**config.mk**
```make
export PLATFORM = sky130hd
export DESIGN_NAME = wdt_timer
export DESIGN_NICKNAME = d
export VERILOG_FILES = /design/src/rtl/wdt_pkg.sv /design/src/rtl/wdt_prescaler.sv /design/src/rtl/wdt_counter.sv /design/src/rtl/wdt_cause.sv /design/src/rtl/wdt_timer.sv
export SDC_FILE = /design/constraint.sdc
export NUM_CORES = 1
export LEC_CHECK = 0
export BUFFER_PORTS_ARGS = -buffer_cell sky130_fd_sc_hd__buf_2
export CORE_MARGIN = 2
export CORE_UTILIZATION = 55
export CTS_CLUSTER_DIAMETER = 60
export CTS_CLUSTER_SIZE = 24
export DETAILED_ROUTE_END_ITERATION = 6
export GPL_TIMING_DRIVEN = 0
export PLACE_DENSITY = 0.82
export RECOVER_POWER = 50
export REMOVE_ABC_BUFFERS = 1
export SLEW_MARGIN = 30
export SYNTH_ARGS = -nofsm -noshare
export SYNTH_HDL_FRONTEND = slang
export SYNTH_HIERARCHICAL = 1
export SYNTH_SLANG_ARGS = --single-unit
```
**constraint.sdc**
```tcl
create_clock -name clk -period 5.39 [get_ports clk]
set_input_delay 0.539 -clock clk [delete_from_list [all_inputs] [get_ports clk]]
set_output_delay 0.539 -clock clk [all_outputs]
set_load 0.01 [all_outputs]
```
**src/rtl/wdt_pkg.sv**
```systemverilog
package wdt_pkg;

    localparam int PSEL_W = 4;

    typedef enum logic [1:0] {
        MODE_FREE     = 2'd0,
        MODE_PERIODIC = 2'd1,
        MODE_ONESHOT  = 2'd2,
        MODE_WDOG     = 2'd3
    } tmr_mode_e;

    typedef struct packed {
        logic              en;
        tmr_mode_e         mode;
        logic [PSEL_W-1:0] psel;
    } tmr_ctrl_t;

endpackage

```
**src/rtl/wdt_prescaler.sv**
```systemverilog
module wdt_prescaler
    import wdt_pkg::*;
#(
    parameter int SEL_W = PSEL_W
) (
    input  logic             clk,
    input  logic             rst_n,
    input  logic             run,
    input  logic             clear,
    input  logic [SEL_W-1:0] sel,
    output logic             tick
);

    localparam int DIV_W = 2 ** SEL_W;

    typedef struct packed {
        logic [DIV_W-1:0] pre;
    } pre_state_t;

    pre_state_t       s_d, s_q;
    logic [DIV_W-1:0] term;

    always_comb begin
        term = {DIV_W{1'b1}} >> (SEL_W'(DIV_W - 1) - sel);
        tick = run && (s_q.pre == term);
        s_d  = s_q;
        if (clear || tick) begin
            s_d.pre = '0;
        end else if (run) begin
            s_d.pre = s_q.pre + 1'b1;
        end
    end

    always_ff @(posedge clk or negedge rst_n) begin
        if (!rst_n) begin
            s_q <= '0;
        end else begin
            s_q <= s_d;
        end
    end

    // the smallest division is two, so ticks never come back to back
    a_r3_tick_spacing: assert property (@(posedge clk) disable iff (!rst_n)
        tick |=> !tick);

endmodule

```
**src/rtl/wdt_counter.sv**
```systemverilog
module wdt_counter
    import wdt_pkg::*;
#(
    parameter int CNT_W = 16
) (
    input  logic             clk,
    input  logic             rst_n,
    input  logic             tick,
    input  tmr_mode_e        mode,
    input  logic             load_wr,
    input  logic [CNT_W-1:0] load_val,
    input  logic [CNT_W-1:0] reload_val,
    input  logic             restart,
    output logic [CNT_W-1:0] count,
    output logic             evt_irq,
    output logic             evt_rst
);

    typedef struct packed {
        logic [CNT_W-1:0] cnt;
        logic             done;
    } cnt_state_t;

    cnt_state_t s_d, s_q;

    always_comb begin
        s_d     = s_q;
        evt_irq = 1'b0;
        evt_rst = 1'b0;
        if (load_wr) begin
            s_d.cnt  = load_val;
            s_d.done = 1'b0;
        end else begin
            if (restart) begin
                s_d.done = 1'b0;
            end
            if (tick) begin
                if (s_q.cnt != '0) begin
                    s_d.cnt = s_q.cnt - 1'b1;
                end else begin
                    case (mode)
                        MODE_FREE: begin
                            s_d.cnt = '1;
                            evt_irq = 1'b1;
                        end
                        MODE_PERIODIC: begin
                            s_d.cnt = reload_val;
                            evt_irq = 1'b1;
                        end
                        MODE_ONESHOT: begin
                            if (!s_q.done) begin
                                s_d.done = 1'b1;
                                evt_irq  = 1'b1;
                            end
                        end
                        default: begin
                            if (!s_q.done) begin
                                s_d.done = 1'b1;
                                evt_rst  = 1'b1;
                            end
                        end
                    endcase
                end
            end
        end
    end

    always_ff @(posedge clk or negedge rst_n) begin
        if (!rst_n) begin
            s_q <= '0;
        end else begin
            s_q <= s_d;
        end
    end

    assign count = s_q.cnt;

    // a one-shot count at zero stays there until software reloads it
    a_r8_oneshot_parks: assert property (@(posedge clk) disable iff (!rst_n)
        (mode == MODE_ONESHOT && s_q.cnt == '0 && !load_wr) |=> (s_q.cnt == '0));

endmodule

```
**src/rtl/wdt_cause.sv**
```systemverilog
module wdt_cause (
    input  logic clk,
    input  logic por_n,
    input  logic set,
    input  logic clr,
    output logic flag
);

    typedef struct packed {
        logic hit;
    } cause_state_t;

    cause_state_t s_d, s_q;

    always_comb begin
        s_d = s_q;
        if (set) begin
            s_d.hit = 1'b1;
        end else if (clr) begin
            s_d.hit = 1'b0;
        end
    end

    always_ff @(posedge clk or negedge por_n) begin
        if (!por_n) begin
            s_q <= '0;
        end else begin
            s_q <= s_d;
        end
    end

    assign flag = s_q.hit;

endmodule

```
**src/rtl/wdt_timer.sv**
```systemverilog
module wdt_timer
    import wdt_pkg::*;
#(
    parameter int CNT_W  = 16,
    parameter int DATA_W = 32,
    parameter int ADDR_W = 4
) (
    input  logic              clk,
    input  logic              por_n,
    input  logic              sys_rst_n,
    input  logic              bus_wr,
    input  logic [ADDR_W-1:0] bus_addr,
    input  logic [DATA_W-1:0] bus_wdata,
    output logic [DATA_W-1:0] bus_rdata,
    output logic              irq,
    output logic              rst_req
);

    localparam logic [ADDR_W-1:0] OFS_LOAD = ADDR_W'(0);
    localparam logic [ADDR_W-1:0] OFS_STAT = ADDR_W'(4);
    localparam logic [ADDR_W-1:0] OFS_CTRL = ADDR_W'(8);
    localparam int                EN_BIT   = 7;
    localparam int                MODE_LO  = 4;

    typedef struct packed {
        tmr_ctrl_t        ctrl;
        logic [CNT_W-1:0] load;
        logic             irq_flag;
        logic             rst_req;
    } regs_t;

    regs_t            r_d, r_q;
    logic             core_rst_n;
    logic             wr_load, wr_stat, wr_ctrl;
    logic             enable_rise;
    logic             tick;
    logic             evt_irq, evt_rst;
    logic             cause_flag;
    logic [CNT_W-1:0] count;
    logic             wdata_unused;

    assign core_rst_n   = por_n & sys_rst_n;
    assign wr_load      = bus_wr && (bus_addr == OFS_LOAD);
    assign wr_stat      = bus_wr && (bus_addr == OFS_STAT);
    assign wr_ctrl      = bus_wr && (bus_addr == OFS_CTRL);
    assign enable_rise  = wr_ctrl && bus_wdata[EN_BIT] && !r_q.ctrl.en;
    assign wdata_unused = ^{bus_wdata[DATA_W-1:CNT_W], bus_wdata[6]};

    always_comb begin
        r_d         = r_q;
        r_d.rst_req = evt_rst;
        if (wr_ctrl) begin
            r_d.ctrl.en   = bus_wdata[EN_BIT];
            r_d.ctrl.mode = tmr_mode_e'(bus_wdata[MODE_LO+1:MODE_LO]);
            r_d.ctrl.psel = bus_wdata[PSEL_W-1:0];
        end
        if (wr_load) begin
            r_d.load = bus_wdata[CNT_W-1:0];
        end
        if (evt_irq) begin
            r_d.irq_flag = 1'b1;
        end else if (wr_stat && bus_wdata[0]) begin
            r_d.irq_flag = 1'b0;
        end
    end

    always_ff @(posedge clk or negedge core_rst_n) begin
        if (!core_rst_n) begin
            r_q <= '0;
        end else begin
            r_q <= r_d;
        end
    end

    always_comb begin
        case (bus_addr)
            OFS_LOAD: bus_rdata = DATA_W'(count);
            OFS_STAT: bus_rdata = DATA_W'({cause_flag, r_q.irq_flag});
            OFS_CTRL: bus_rdata = DATA_W'({r_q.ctrl.en, 1'b0, r_q.ctrl.mode, r_q.ctrl.psel});
            default:  bus_rdata = '0;
        endcase
    end

    assign irq     = r_q.irq_flag;
    assign rst_req = r_q.rst_req;

    wdt_prescaler #(
        .SEL_W (PSEL_W)
    ) u_pre (
        .clk   (clk),
        .rst_n (core_rst_n),
        .run   (r_q.ctrl.en),
        .clear (wr_load || enable_rise),
        .sel   (r_q.ctrl.psel),
        .tick  (tick)
    );

    wdt_counter #(
        .CNT_W (CNT_W)
    ) u_cnt (
        .clk        (clk),
        .rst_n      (core_rst_n),
        .tick       (tick),
        .mode       (r_q.ctrl.mode),
        .load_wr    (wr_load),
        .load_val   (bus_wdata[CNT_W-1:0]),
        .reload_val (r_q.load),
        .restart    (enable_rise),
        .count      (count),
        .evt_irq    (evt_irq),
        .evt_rst    (evt_rst)
    );

    wdt_cause u_cause (
        .clk   (clk),
        .por_n (por_n),
        .set   (evt_rst),
        .clr   (wr_stat && bus_wdata[1]),
        .flag  (cause_flag)
    );

    // the reset request never lasts longer than one clock
    a_r9_rst_one_clock: assert property (@(posedge clk) disable iff (!core_rst_n)
        rst_req |=> !rst_req);

    // a reset request is always accompanied by the recorded cause
    a_r9_cause_with_rst: assert property (@(posedge clk) disable iff (!por_n)
        rst_req |-> cause_flag);

    // the cause flag only rises together with a watchdog firing
    a_r10_cause_source: assert property (@(posedge clk) disable iff (!por_n)
        $rose(cause_flag) |-> rst_req);

    // watchdog expiry never raises the interrupt flag
    a_r9_no_irq_in_wdog: assert property (@(posedge clk) disable iff (!core_rst_n)
        $rose(r_q.irq_flag) |-> ($past(r_q.ctrl.mode) != MODE_WDOG));

    // with the timer disabled and no reload, the count is frozen
    a_r4_hold_when_off: assert property (@(posedge clk) disable iff (!core_rst_n)
        (!r_q.ctrl.en && !wr_load) |=> $stable(count));

endmodule

```
==> metrics.md, run 1 <==
| Metric | Value |
|---|---|
| GR Overflow Total | `0` |
| Worst vdd ir | `0.000162 V` |
| RSZ-0062 raised after global routing | `false` |
| CTS tree | `built` |
| Period utilization | `0.720` |
| Hpwl dp | `between 6 and 7 mm` |
| Via count | `about 3200` |
| Commonest non-fill, non-tap cells in the layout | `59 x dfrtp_1, 37 x buf_2, 36 x nor2_1` |
| Global-route wire length before repair | `approximately 15 mm` |
| FF-to-FF path depth | `8` |
| Max_slew headroom | `-0.234` |
| CTS max path bufs | `2` |
| Synth Cell Area | `approximately 4000 um^2` |
| CP required | `~5.6 ns` |
| Cell area after placement | `roughly 4000 um^2` |
| Avg WL per Cell | `16.3 um` |
| CTS H-tree lvls | `3` |
| Core box area | `between 7000 and 8000 um^2` |
| Reg-to-Reg End | `u_cnt/count[13]` |
| Crit path capture type | `flop` |
| Fin area | `between 4000 and 5000 um^2` |
| Clock Latency Late Sink | `about 0.34 ns` |
| Routability Congestion | `0.908` |
| Final core utilization | `0.585` |
| Slowest-stage cell, CP | `nand2_1` |
| Initial core utilization | `0.559` |
| Max Fanout on Critical Path | `19` |
| Synth async-reset ratio | `1.00` |
| TNS Setup | `0 ns` |
| Dominant synthesized flop cell | `dfrtp_1` |
| CP cell instances | `clkbuf_1 > and2b_1 > nand2_1 > inv_1 > inv_1 > nand2_1 > a21oi_1 > o21ai_0 > o31ai_1` |
| Die Ht | `a little under 90 um` |
| Layout cells sized above 1 | `0.188` |
| I/O Pins | `74` |
| Crit path from | `bus_addr[3]` |
| R2R setup slack | `roughly 1.9 ns` |
| Initial antenna violation count | `0` |
| PD cells | `369 nW/um^2` |
| Syn Area/Cell | `~9.4 um^2` |
| Worst hold path class | `in -> reg` |
| Ant. Diodes | `0` |
| R2r startpoint | `r_q[21]` |
| Worst Max-Slew Pin Slew | `between 1.5 and 2 ns` |
| Final Total Pwr | `about 1.5 mW` |
| Sinks on Clock Net | `between 50 and 60` |
| Register area share after synthesis | `0.368` |
| Clock Root Buffer | `clkbuf_8` |
| IO Port Bufs | `~40` |
| CP arrival | `approximately 4.1 ns` |
| LEAKAGE | `between 1.5 and 2 nW` |
| Slowest Stage Delay on Critical Path | `roughly 0.65 ns` |
| Clock-pin slew on the worst setup and hold paths | `roughly 0.07 ns` |
| CP startpoint kind | `primary input` |
| Worst Setup EP | `u_cnt/count[13]` |
| Final Hold Viols | `0` |
| Largest net degree at the start of global routing | `36` |
| Area Overhead vs Synth | `4.62%` |
| Status | `finished with violations` |
| Routed vias/inst | `5.92` |
| Synthesis Warnings | `6` |
| # setup viols final | `0` |
| # nets final | `just under 500` |
| # rows | `31` |
| WL final | `around 8.9 mm` |
| CTS Buf Count | `9` |
| Die area | `approximately 8000 um^2` |
| Violated checks | `capacitance limit, slew limit` |
| Peak Freq | `0.258 GHz` |
| Hold_ws | `roughly 0.43 ns` |
| Pins Over Slew Limit | `61` |
| Initial DRC Count | `257` |
| Tmin final | `slightly below 4 ns` |
| Max-cap violations | `2` |
| Post-route ant nets | `0` |
| Number of synthesized flops with an enable pin | `0` |
| Fin Clk Skew | `about 0.0058 ns` |
| GRT Total Usage | `0.238` |
| Yosys reg bits | `59` |
| Die Wd | `~89 um` |
| Cells after Synth | `425` |
| Distinct cell type count after synthesis | `between 60 and 70` |
| Remaining DRCs | `0` |
| Drt first pass iters | `5` |
| Number of global-route vias before repair | `approximately 3100` |
| Commonest non-fill, non-tap cell in the layout | `dfrtp_1` |
| Setup CP Type | `in -> reg` |
| Postcts setup bufs | `0` |
flip-flops by register name (all words and copies together) (netlist names):
signal,count
r_q,23
u_cnt/count,16
u_pre/s_q,16
irq,1
rst_req,1
u_cause/flag,1
u_cnt/s_q,1
timing repair:
| item | 4_1_cts | 5_1_grt |
|---|---|---|
| hold buffers | 1 | 0 |
| resized for setup | 0 | 0 |
| hold endpoints to repair | 1 | 0 |
| endpoints found under the setup margin | 0 | 0 |
worst min-delay path by stage:
| stage | startpoint | to | slack [ns] | cells after the start |
|---|---|---|---|---|
| 5_1_grt | bus_wdata[13] | r_q[15] | 0.45 | 2 |
| 3_3_place_gp | por_n | u_cause/flag | 0.32 | 1 |
| 6_report | bus_wdata[11] | r_q[13] | 0.43 | 2 |
| 2_1_floorplan | por_n | u_cause/flag | 0.24 | 0 |
| 3_5_place_dp | por_n | u_cause/flag | 0.32 | 1 |
| 4_1_cts | sys_rst_n | u_cnt/count[1] | 0.22 | 2 |
critical path: cells and delay by family:
family / cells / cell delay, ns
AND/OR/NAND/NOR: 3 / 1.19
buffers and inverters: 3 / 1.36
AO/OA/AOI/OAI: 3 / 1.03
cells by family (layout without fill, tap and decap cells):
| logic type | Yosys count | in the layout | synth area share |
|---|---|---|---|
| buf+inv | 63 | 69 | 0.104 |
| simple gates | 146 | 146 | 0.210 |
| other cells | 1 | 16 | 0.000935 |
| mux | 32 | 32 | 0.0957 |
| compound gates | 96 | 96 | 0.157 |
| xor+xnor | 25 | 25 | 0.0546 |
| fa+ha+maj | 3 | 3 | 0.00936 |
| flops | 59 | 59 | 0.368 |
cells in the mapped netlist (5+ instances only):
master	number	area share
dfrtp_1	59	0.37
buf_4	36	0.067
nor2_1	36	0.034
o21ai_0	30	0.037
nand2_1	19	0.018
a21oi_1	18	0.022
mux2_2	15	0.042
xor2_1	13	0.028
xnor2_1	12	0.026
inv_1	11	0.010
nand3_1	11	0.014
nor3_1	11	0.014
and2_1	10	0.016
a22oi_1	9	0.017
mux2_4	9	0.034
mux2i_1	8	0.020
nand4_1	8	0.012
buf_2	7	0.0087
and3_1	6	0.0094
nor2b_1	6	0.0094
a211oi_1	5	0.0094
buf_6	5	0.014
nand2b_1	5	0.0078
o21ai_1	5	0.0062
o31ai_1	5	0.0094
area by class of cell:
type                            instances  area (um^2)
Clock buffer                           13          169
Clock inverter                          2         10.0
Fill cell                             626         2980
Inverter                               11         41.3
Multi-Input combinational cell        318         2160
Sequential cell                        59         1480
Tap cell                               99          124
Timing Repair Buffer                   43          214
routing by layer:
| layer | vias up | global-route usage | routed length, um | part of all wire |
|---|---|---|---|---|
| met5 | - | 0 | 0 | 0 |
| met4 | 0 | 0.119 | 174 | 0.020 |
| met3 | 17 | 0.0332 | 468 | 0.053 |
| met2 | 110 | 0.380 | 4420 | 0.50 |
| met1 | 1572 | 0.317 | 3840 | 0.43 |
| li1 | 1526 | - | - | - |
metrics by stage:
step	setup slack, ns	cells
2_1_floorplan	2.71	388
3_3_place_gp	1.56	528
3_5_place_dp	1.97	529
4_1_cts	1.94	545
5_1_grt	1.06	545
6_report	1.51	545
power breakdown:
group          switching [mW]  internal, mW
Sequential              0.173         0.542
Clock                   0.170         0.200
Combinational           0.240         0.224
(Power assumes the default switching activity.)
==> run 2: changes to the inputs <==
==> constraint.sdc (replaced) <==
create_clock -name clk -period 4 [get_ports clk]
set_input_delay 0.4 -clock clk [delete_from_list [all_inputs] [get_ports clk]]
set_output_delay 0.4 -clock clk [all_outputs]
set_load 0.01 [all_outputs]
==> metrics.md, run 2 (synthesized netlist as in run 1, its figures left out) <==
| Metric | Value |
|---|---|
| Status | `finished with violations` |
| Violated checks | `capacitance limit, slew limit` |
| Tmin final | `about 3.5 ns` |
| Post-CTS Hold Buffers | `1` |
| CTS H-tree lvls | `3` |
| Area Overhead vs Synth | `4.86%` |
| P_int | `around 1.3 mW` |
| Max reg flops | `23` |
| Slowest Stage Delay on Critical Path | `~0.67 ns` |
| CTS Buf Count | `9` |
| Worst path buffer plus inverter count | `0` |
| Remaining DRCs | `0` |
| Pins Over Slew Limit | `36` |
| Clock Root Buffer | `clkbuf_8` |
| CP top delay family | `compound AO/OA/AOI/OAI gates` |
| Commonest non-fill, non-tap cell in the layout | `dfrtp_1` |
| Sinks on Clock Net | `~60` |
| Initial DRC Count | `194` |
| # rows | `31` |
| Peak Freq | `roughly 0.29 GHz` |
| Clock Latency Late Sink | `0.34 ns` |
| Net Sw Frac | `0.378` |
| CTS max path bufs | `2` |
| Max Fanout on Critical Path | `15` |
| CP arrival | `around 3.8 ns` |
| # nets final | `between 400 and 500` |
| Worst Max-Slew Pin Slew | `around 1.6 ns` |
| Global-route wire length before repair | `about 15 mm` |
| NetSw | `~790 uW` |
| Initial antenna violation count | `0` |
| Die Wd | `89.4 um` |
| Worst vdd ir | `between 0.0002 and 0.00025 V` |
| WL final | `slightly below 9 mm` |
| Final Hold Viols | `0` |
| Filler cells | `624` |
| Largest net degree at the start of global routing | `36` |
| Drt first pass iters | `6` |
| CP most frequent cell | `o31ai_1` |
| Post-route ant nets | `0` |
| Worst hold path class | `in -> reg` |
| CTS tree | `built` |
| Layout cells sized above 1 | `0.191` |
| Part of the power in registers | `0.461` |
| Max_slew headroom | `-0.0464` |
| LEAKAGE | `between 1.5 and 2 nW` |
| Postcts setup bufs | `0` |
| Max-cap violations | `1` |
| Reg with most FFs | `r_q` |
| Via count | `about 3200` |
| CP cell instances | `o21ai_2 > xnor2_1 > o31ai_1 > nand4_1 > nor4_2 > nand2_1 > a21oi_1 > o21ai_0 > o31ai_1` |
| Fin Clk Skew | `between 0.004 and 0.005 ns` |
| TNS Setup | `0 ns` |
| Post-CTS sizing | `0` |
| Final Total Pwr | `between 2 and 2.5 mW` |
| Area of the multi-input gates | `2160 um^2` |
| Setup CP Type | `reg -> reg` |
| GRT Total Usage | `0.238` |
| Die Ht | `just under 90 um` |
| IO Port Bufs | `41` |
| Hpwl dp | `~6.3 mm` |
| Number of global-route vias before repair | `between 3000 and 4000` |
| Slowest-stage cell, CP | `dfrtp_1` |
| Period utilization | `0.874` |
| Clock power share | `0.239` |
| Ant. Diodes | `0` |
| Initial core utilization | `0.559` |
| Die area | `~8000 um^2` |
| GR Overflow Total | `0` |
| Crit path capture type | `flop` |
| Routed vias/inst | `slightly below 6` |
| Sequential Area | `~1500 um^2` |
| Avg WL per Cell | `~16 um` |
| Clock-pin slew on the worst setup and hold paths | `about 0.070 ns` |
| CP startpoint kind | `flop` |
| I/O Pins | `74` |
| Gate power share | `0.300` |
| CP required | `4.25 ns` |
| Routability Congestion | `approximately 0.91` |
| RSZ-0062 raised after global routing | `false` |
| Commonest non-fill, non-tap cells in the layout | `59 x dfrtp_1, 38 x buf_2, 36 x nor2_1` |
| # setup viols final | `0` |
| Core box area | `between 7000 and 8000 um^2` |
| PD cells | `498 nW/um^2` |
[run 2: cell types whose count changed in the layout (fill, tap and decap cells not counted), sizes merged]
| cell | change |
|---|---|
| dlymetal6s2s | +1 |
| clkbuf | -2 |
| buf | +1 |
[run 2: final timing paths]
| kind | start | to | slack, ns | depth (start not counted) |
|---|---|---|---|---|
| min in group asynchronous | por_n | u_cause/flag | 0.36 | 2 |
| min | bus_wdata[11] | r_q[13] | 0.28 | 2 |
| max | r_q[20] | u_cnt/count[13] | 0.50 | 9 |
| max in group asynchronous | por_n | u_pre/s_q[11] | 0.70 | 4 |
| min reg2reg | u_cause/flag | u_cause/flag | 0.48 | 1 |
| max reg2reg | r_q[20] | u_cnt/count[13] | 0.50 | 9 |
[run 2: power by group through the flow]
stage	clock network [mW]	logic (mW)	registers, mW
2_1_floorplan	0	0.507	0.900
6_report	0.501	0.628	0.965
4_1_cts	0.505	0.629	0.952
5_1_grt	0.530	0.700	0.995
3_5_place_dp	0	0.626	0.960
3_3_place_gp	0	0.598	0.952
[run 2: metal layers]
layer / wire, um / GRT usage
met1: 3890 / 0.317
met3: 426 / 0.0332
met5: 0 / 0
met2: 4430 / 0.380
met4: 189 / 0.119
[run 2: area by class of cell]
cell class	instances	share of cell area
Sequential cell	59	0.351
Clock buffer	13	0.0401
Inverter	11	0.00981
Multi-Input combinational cell	318	0.514
Timing Repair Buffer	43	0.0532
Tap cell	99	0.0294
Clock inverter	2	0.00238
[run 2: per-stage QoR]
| stage | std cells | area, um^2 | utilization | worst slack, ns | hold WS [ns] |
|---|---|---|---|---|---|
| 2_1_floorplan | 388 | 3690 | - | 1.32 | 0.104 |
| 3_3_place_gp | 528 | 4020 | 0.560 | 0.167 | 0.180 |
| 3_5_place_dp | 529 | 4050 | 0.564 | 0.577 | 0.183 |
| 4_1_cts | 545 | 4240 | 0.591 | 0.546 | 0.0825 |
| 5_1_grt | 545 | 4210 | 0.586 | 0.103 | 0.309 |
| 6_report | 545 | 4210 | 0.586 | 0.504 | 0.283 |
